--- config.mk ---
export PLATFORM = sky130hd
export DESIGN_NAME = loop_playback_addr
export DESIGN_NICKNAME = d
export VERILOG_FILES = /design/src/rtl/lpag_pkg.sv /design/src/rtl/lpag_ctrl.sv /design/src/rtl/lpag_dpath.sv /design/src/rtl/loop_playback_addr.sv
export SDC_FILE = /design/constraint.sdc
export NUM_CORES = 1
export LEC_CHECK = 0
export BUFFER_PORTS_ARGS = -buffer_cell sky130_fd_sc_hd__buf_2
export CORE_ASPECT_RATIO = 0.75
export CORE_MARGIN = 2
export CORE_UTILIZATION = 34
export CTS_BUF_LIST = sky130_fd_sc_hd__clkbuf_4
export DETAILED_ROUTE_END_ITERATION = 8
export PLACE_DENSITY_LB_ADDON = 0.3
export SLEW_MARGIN = 30
export SYNTH_ARGS = -nofsm -noshare
export SYNTH_HDL_FRONTEND = slang
export SYNTH_SLANG_ARGS = --single-unit
--- constraint.sdc ---
create_clock -name clk -period 2.3 [get_ports clk]
set_input_delay 0.115 -clock clk [delete_from_list [all_inputs] [get_ports clk]]
set_output_delay 0.115 -clock clk [all_outputs]
set_load 0.005 [all_outputs]
--- src/rtl/lpag_pkg.sv ---
package lpag_pkg;

  typedef struct packed {
    logic tick;    // advance one sample
    logic reload;  // advance by reloading the start address
  } lpagStrobe_t;

  function automatic int ipow(input int base, input int expo);
    int acc;
    acc = 1;
    for (int i = 0; i < expo; i++) acc = acc * base;
    return acc;
  endfunction

endpackage

--- src/rtl/lpag_ctrl.sv ---
module lpag_ctrl
  import lpag_pkg::*;
#(
  parameter int RATE_STEP = 10,
  parameter int NUM_RATES = 6
) (
  input  logic        clk,
  input  logic        rstN,
  input  logic [2:0]  rateSel,
  input  logic        atTop,
  output lpagStrobe_t strb,
  output logic        filterOn
);

  localparam int MAX_DIV = ipow(RATE_STEP, NUM_RATES - 1);
  localparam int DIV_W   = $clog2(MAX_DIV + 1);

  logic [DIV_W-1:0] lastTab [8];
  logic [DIV_W-1:0] divCnt;
  logic [DIV_W-1:0] divLast;
  logic             tick;

  // terminal count per rate code; unused codes run at the full rate
  for (genvar g = 0; g < 8; g++) begin : gTab
    if (g < NUM_RATES) begin : gUsed
      assign lastTab[g] = DIV_W'(ipow(RATE_STEP, g) - 1);
    end else begin : gFast
      assign lastTab[g] = '0;
    end
  end

  assign divLast = lastTab[rateSel];
  assign tick    = (divCnt >= divLast);

  always_ff @(posedge clk or negedge rstN) begin
    if (!rstN)     divCnt <= '0;
    else if (tick) divCnt <= '0;
    else           divCnt <= divCnt + 1'b1;
  end

  assign strb.tick   = tick;
  assign strb.reload = tick & atTop;
  assign filterOn    = |rateSel;

  // each strobe restarts the divider
  a_r2_divider_restart: assert property (@(posedge clk) disable iff (!rstN)
    tick |=> (divCnt == '0));

  // no strobe while the count is below the terminal value of a steady code
  a_r2_no_early_tick: assert property (@(posedge clk) disable iff (!rstN)
    (divCnt < divLast) |-> !strb.tick);

endmodule

--- src/rtl/lpag_dpath.sv ---
module lpag_dpath
  import lpag_pkg::*;
#(
  parameter int ADDR_W   = 15,
  parameter int TRIG_LEN = 10
) (
  input  logic              clk,
  input  logic              rstN,
  input  lpagStrobe_t       strb,
  input  logic [ADDR_W-1:0] startAddr,
  input  logic              trigSel,
  input  logic              dataMsb,
  output logic [ADDR_W-1:0] memAddr,
  output logic              atTop,
  output logic              trigOut
);

  localparam int PULSE_W = $clog2(TRIG_LEN + 1);

  logic [PULSE_W-1:0] pulseCnt;
  logic               sqBit;
  logic               pulseOn;

  always_ff @(posedge clk or negedge rstN) begin
    if (!rstN) begin
      memAddr  <= '1;
      pulseCnt <= '0;
      sqBit    <= 1'b0;
    end else if (strb.tick) begin
      memAddr <= strb.reload ? startAddr : memAddr + 1'b1;
      sqBit   <= dataMsb;
      if (strb.reload)        pulseCnt <= PULSE_W'(TRIG_LEN);
      else if (pulseCnt != 0) pulseCnt <= pulseCnt - 1'b1;
    end
  end

  assign atTop   = &memAddr;
  assign pulseOn = (pulseCnt != '0);
  assign trigOut = trigSel ? sqBit : pulseOn;

  // address holds between strobes
  a_r4_hold: assert property (@(posedge clk) disable iff (!rstN)
    !strb.tick |=> $stable(memAddr));

  // plain strobe steps by one
  a_r4_step: assert property (@(posedge clk) disable iff (!rstN)
    (strb.tick && !strb.reload) |=> (memAddr == $past(memAddr) + 1'b1));

  // reload strobe lands on the start address
  a_r5_reload: assert property (@(posedge clk) disable iff (!rstN)
    strb.reload |=> (memAddr == $past(startAddr)));

  // a reload always leaves the pulse running
  a_r6_pulse_start: assert property (@(posedge clk) disable iff (!rstN)
    strb.reload |=> pulseOn);

endmodule

--- src/rtl/loop_playback_addr.sv ---
module loop_playback_addr
  import lpag_pkg::*;
#(
  parameter int ADDR_W    = 15,
  parameter int RATE_STEP = 10,
  parameter int TRIG_LEN  = 10
) (
  input  logic              clk,
  input  logic              rstN,
  input  logic [2:0]        rateSel,
  input  logic [ADDR_W-1:0] startAddr,
  input  logic              trigSel,
  input  logic              dataMsb,
  output logic [ADDR_W-1:0] memAddr,
  output logic              sampleEn,
  output logic              filterOn,
  output logic              trigOut
);

  lpagStrobe_t strb;
  logic        atTop;

  lpag_ctrl #(.RATE_STEP(RATE_STEP), .NUM_RATES(6)) uCtrl (
    .clk(clk), .rstN(rstN), .rateSel(rateSel), .atTop(atTop),
    .strb(strb), .filterOn(filterOn)
  );

  lpag_dpath #(.ADDR_W(ADDR_W), .TRIG_LEN(TRIG_LEN)) uDpath (
    .clk(clk), .rstN(rstN), .strb(strb), .startAddr(startAddr),
    .trigSel(trigSel), .dataMsb(dataMsb), .memAddr(memAddr),
    .atTop(atTop), .trigOut(trigOut)
  );

  assign sampleEn = strb.tick;

endmodule

Yosys cells after proc, flatten, opt, wreduce, memory -nomap -nowiden
Memories as Yosys holds them, arrays and structs flattened.
Cells that the tools add are included.
Widths: inputs -> output; s select.
{"block": "op_classes", "n_addsub": 3, "mul": 0, "div": 0, "order_cmp": 2, "eq_ne": 0, "shift": 0, "n_mux": 7, "bitwise": 2, "n_reduce_logical": 5}
{"cell": "$mux 17", "n": 3}
{"cell": "$add 17x1->17 const B", "n": 1}
{"cell": "$ge 17x17->1", "n": 1}
{"cell": "$add 15x1->15 const B", "n": 1}
{"cell": "$mux 15", "n": 1}
{"cell": "$reduce_and 15->1", "n": 1}
{"cell": "$mux 4", "n": 2}
{"cell": "$ge 4x4->1 const B", "n": 1}
{"cell": "$not 3->4", "n": 1}
{"cell": "$reduce_bool 4->1", "n": 1}
{"cell": "$sub 4x1->4 const B", "n": 1}
{"cell": "$reduce_or 3->1", "n": 1}
{"cell": "$reduce_and 2->1", "n": 1}
{"cell": "$reduce_bool 2->1", "n": 1}
{"cell": "$and 1x1->1", "n": 1}
{"cell": "$mux 1", "n": 1}
{"block": "word_totals", "regBits": 37, "latchBits": 0, "mem_bits_rw": 0, "mem_bits_ro": 136, "in_bits": 22, "output_inout_bits": 18, "word_cells": 24, "memories": 1}
{"name": "(name not given)", "words": 8, "width": 17, "rd": 1, "rd_ports_with_merged_regs": 0, "write_ports": 0, "line_no": "lpag_ctrl.sv:32", "rtl": "assign divLast = lastTab[rateSel];"}

Longest topological paths before layout
{"block": "depth", "depth_word": 8, "ltp_mapped": 12, "ltp_nobuf": 10}

Hierarchy
A second synthesis with hierarchy kept.
{"block": "hier_totals", "hier_cells": 282, "area_unflattened_um2": 2636.3}
{"mod": "lpag_ctrl", "instances": 1, "cells_per_inst": 141, "area_per_inst_um2": 1388.8, "seq_area_each_um2": 425.4}
{"mod": "lpag_dpath", "instances": 1, "cells_per_inst": 141, "area_per_inst_um2": 1247.4, "seq_area_each_um2": 519.2}

Worst setup path after synthesis
Ideal clock, no wire load.
{"block": "synth_timing", "path_type": "input port to flip-flop", "start": "input port rateSel[2]", "end": "register uDpath.memAddr[4]", "setup_ps": 85, "arrival_ps": 2044, "required_time_ps": 2215, "slack_ps": 172, "path_stages": 11, "n_path_buf": 1, "path_cell_list": "inv_1 nor2_1 nand2_1 ha_1 and4_1 and3_1 a211oi_1 a21bo_2 buf_6 nand4_1 mux2_1"}
{"block": "synth_via", "elab_chain_cells": 7}
{"element": "start: declaration", "line_no": "loop_playback_addr.sv:10", "rtl": "input logic [2:0] rateSel,"}
{"element": "$not 3->4 (implied by the code) (*)", "line_no": "lpag_ctrl.sv:32"}
{"element": "$mem_v2 8x17 (*)"}
{"element": "$mux 17 (implied by the code) (*) (2 in series)", "line_no": "lpag_ctrl.sv:32"}
{"element": "$ge 17x17->1 (*)", "line_no": "lpag_ctrl.sv:33", "rtl": "assign tick = (divCnt >= divLast);"}
{"element": "$and 1x1->1", "line_no": "lpag_ctrl.sv:42", "rtl": "assign strb.reload = tick & atTop;"}
{"element": "$mux 15", "line_no": "lpag_dpath.sv:30", "rtl": "memAddr <= strb.reload ? startAddr : memAddr + 1'b1;"}
{"element": "end signal: assignment", "line_no": "lpag_dpath.sv:30"}
{"element": "end: declaration", "line_no": "lpag_dpath.sv:13", "rtl": "output logic [ADDR_W-1:0] memAddr,"}
Every way passes the cells marked *; elsewhere a longest branch is shown, timed or not. The select of a mux whose other input is x is not followed.
A chain may end at the register's enable or synchronous reset.

Worst setup path in the final report
{"block": "layout_timing", "start": "register uCtrl.divCnt[16]", "end": "register uDpath.memAddr[7]"}
{"block": "layout_via", "elab_chain_cells": 3}
{"element": "start: declaration", "line_no": "lpag_ctrl.sv:19", "rtl": "logic [DIV_W-1:0] divCnt;"}
{"element": "start signal: assignment", "line_no": "lpag_ctrl.sv:38", "rtl": "else divCnt <= divCnt + 1'b1;"}
{"element": "$ge 17x17->1 (*)", "line_no": "lpag_ctrl.sv:33"}
{"element": "$and 1x1->1", "line_no": "lpag_ctrl.sv:42"}
{"element": "$mux 15", "line_no": "lpag_dpath.sv:30"}
Every way passes the cells marked *; elsewhere a longest branch is shown, timed or not.

==> flow_summary.toml <==
[critical_path]
path_max_fanout = 13
cp.depth = 9
worstSetupStartpoint = "uCtrl.divCnt[16]"
critical-path-top-delay-family = "compound AO/OA/AOI/OAI gates"
crit_top_cell = "buf_4"
cp.arrival_ns = 2.52
cp-endpoint = "uDpath.memAddr[7]"
worst_setup_path_end_kind = "flip-flop"
reg2reg_depth = 9
r2r_end = "uDpath.memAddr[7]"
r2r-start = "uCtrl.divCnt[16]"
path_buf_inv = 2
crit_path_start_kind = "flip-flop"
path_cells = "ha_4, and4_1, and3_4, a211oi_2, a21bo_4, buf_4, buf_4, a21boi_0, a21o_1"
r2r_setup_slack_ns = 0.08
cpPeakStageDelay_ns = 0.44
cpMaxStageDelayCell = "dfrtp_1"
crit_type = "reg2reg"
critPathRequiredTime_ns = 2.60

[layout]
nets = 374
final_common_cell = "buf_2"
mostFrequentLayoutCells = "buf_2, buf_4, nor2_1, nand2_1, dfrtp_1"
antenna_cells = 0
drive_above_1_share = 0.350
stdcell_count = 418
synthToLayoutAreaGrowth_pct = 28.5

[timing]
fin_worst_skew_ns = 0.00607
hold_violations = 0
slew_headroom = 0.433
post-route-period-util = 0.966
slew_viol_final = 0
setup_tns_ns = 0
fmax_mhz = 450
fin_hold_ws_ns = 0.0104
tightest_slew_ns = 0.850
finalCriticalPeriod_ns = 2.22
setup_viol = 0
rsz0062_at_grt = "yes"

[die]
fp.dieH_um = 76.6
die_w_um = 101
fp-row-count = 26
core_um2 = 6800
die_area_um2 = 7710
ios = 40
start_util = 0.351

[place]
globalplace.congestion = 0.812
hpwl_um = 4050
port-buffer-count = 39
dp_cells = 394

[drt]
wire_per_inst_um = 13.6
wl_met3_um = 275
top_layer = "met4"
ant_nets = 0
dr.pass1.iters = 4
wl_met1_um = 2940
drt_iter0_markers = 121
met2_length_um = 2410
vias = 2148
routed_wirelength_um = 5700
vias_per_cell = 5.14
drc = 0

[clocking]
clk_latency_ns = 0.34
root_buffer = "clkbuf_4"
cts.sinks = 37
cts-htree-levels = 2
cts_tree = "built"
max-clock-path-buffers = 2
cts-buffers-inserted = 5
cts.clk_slew.worst_paths_ns = 0.12

[global_route]
grt_pass1_vias = 2020
track_usage = 0.154
grt_pass1_wl_um = 9680
grt_overflow_total = 0
grt_start_max_net_pins = 38
antenna_found_initial = 0

[logic_synthesis]
synth_area_um2 = 2390
synth_edf_count = 0
synth_area_leaders = "dfrtp_1, dfstp_2, ha_1"
ys.flop_type = "dfrtp_1"
synth-seq-area-share = 0.396
netlist_instances = 258
synthesis.nets = 299
synth_top_area_cell = "dfrtp_1"
avgSynthCellArea_um2 = 9.25
synth_seq_cells = 37
synth-async-reset-ratio = 1.00
ys_types = 46
synth_top_area_share = 0.231
ys_warn_count = 0

[pwr]
p_leak_uw = 0.00145
total_power_uw = 2940
powerDensity_nw_per_um2 = 959
peakVddDrop_mv = 0.402

[job]
cap_viol_max_count = 0

[worst_hold_path]
hold_class = "in2reg"

[run_status]
status = "finished, final reports clean"
[through the flow]
step	util	cell area [um^2]	worst slack, ns
floorplan	-	2390	0.172
global placement	0.409	2780	-0.0117
detailed placement	0.409	2780	-0.0814
CTS	0.433	2940	0.0242
global route	0.451	3070	-0.0105
finish	0.451	3070	0.0790
[sequential cells by signal (all words and copies together), names as in the netlist]
register	flops
uCtrl.divCnt	17
uDpath.memAddr	15
uDpath.pulseCnt	4
uDpath.sqBit	1
[tightest hold or removal path, stage by stage]
cell and delay [ns]:
buf_2 0.10, inv_1 0.05, a41oi_2 0.09
[cell families after synthesis]
family | count (synthesis) | synth area share
DFF | 37 | 0.396
muxes | 3 | 0.0142
adders and majority gates | 19 | 0.0996
buffers and inverters | 21 | 0.0493
xor gates and xnor gates | 15 | 0.0551
AOI/OAI and AO/OA | 60 | 0.169
and+or+nand+nor | 103 | 0.217
[cells in the mapped netlist, types with 3 or more instances]
cell type,instances
nor3_1,3
nor2_1,30
nand3_1,15
a21o_1,4
xnor2_1,5
dfstp_2,15
xor2_1,10
a21oi_1,14
inv_1,12
o21ai_1,4
ha_1,19
a22o_1,3
a31oi_1,5
buf_2,4
nand2_1,30
a21boi_0,4
buf_6,4
dfrtp_1,22
and3_1,8
o21ai_0,11
nand4_1,4
[where the power goes]
| group | total [uW] | internal, uW | switching (uW) |
|---|---|---|---|
| sequential | 1070 | 880 | 191 |
| clock | 339 | 111 | 228 |
| combinational | 1530 | 773 | 756 |
| total | 2940 | 1760 | 1180 |
[routing by layer]
metal	vias to the layer above	GRT usage
li1	1076	-
met4	0	0.0438
met2	51	0.213
met1	1013	0.235
met5	-	0
met3	8	0.0367
[final cells by class]
cell class / count / area, um^2
clock buffer: 5 / 37.5
clock inverter: 3 / 12.5
fill: 679 / 3730
inverter: 12 / 45.0
multi-input combinational: 200 / 1420
sequential: 37 / 946
tap: 84 / 105
timing repair buffer: 77 / 498
[worst min path at each step]
| stage | from | endpoint | slack [ns] | cells after the start |
|---|---|---|---|---|
| floorplan | rstN | uCtrl.divCnt[0] | -0.18 | 0 |
| global placement | rstN | uCtrl.divCnt[11] | 0.28 | 1 |
| detailed placement | rstN | uCtrl.divCnt[12] | 0.28 | 1 |
| CTS | startAddr[14] | uDpath.memAddr[14] | 0.002 | 3 |
| global route | startAddr[14] | uDpath.memAddr[14] | 0.01 | 3 |
| finish | startAddr[14] | uDpath.memAddr[14] | 0.01 | 3 |
[timing repair]
action | CTS | global route
resized for setup | 6 | 10
setup endpoints to repair | 1 | 22
hold buffers | 3 | 0
hold endpoints to repair | 24 | 0
pin swaps | 3 | 6
gates cloned | 0 | 0
setup buffers | 6 | 7
Power figures use the tool's default switching activity.
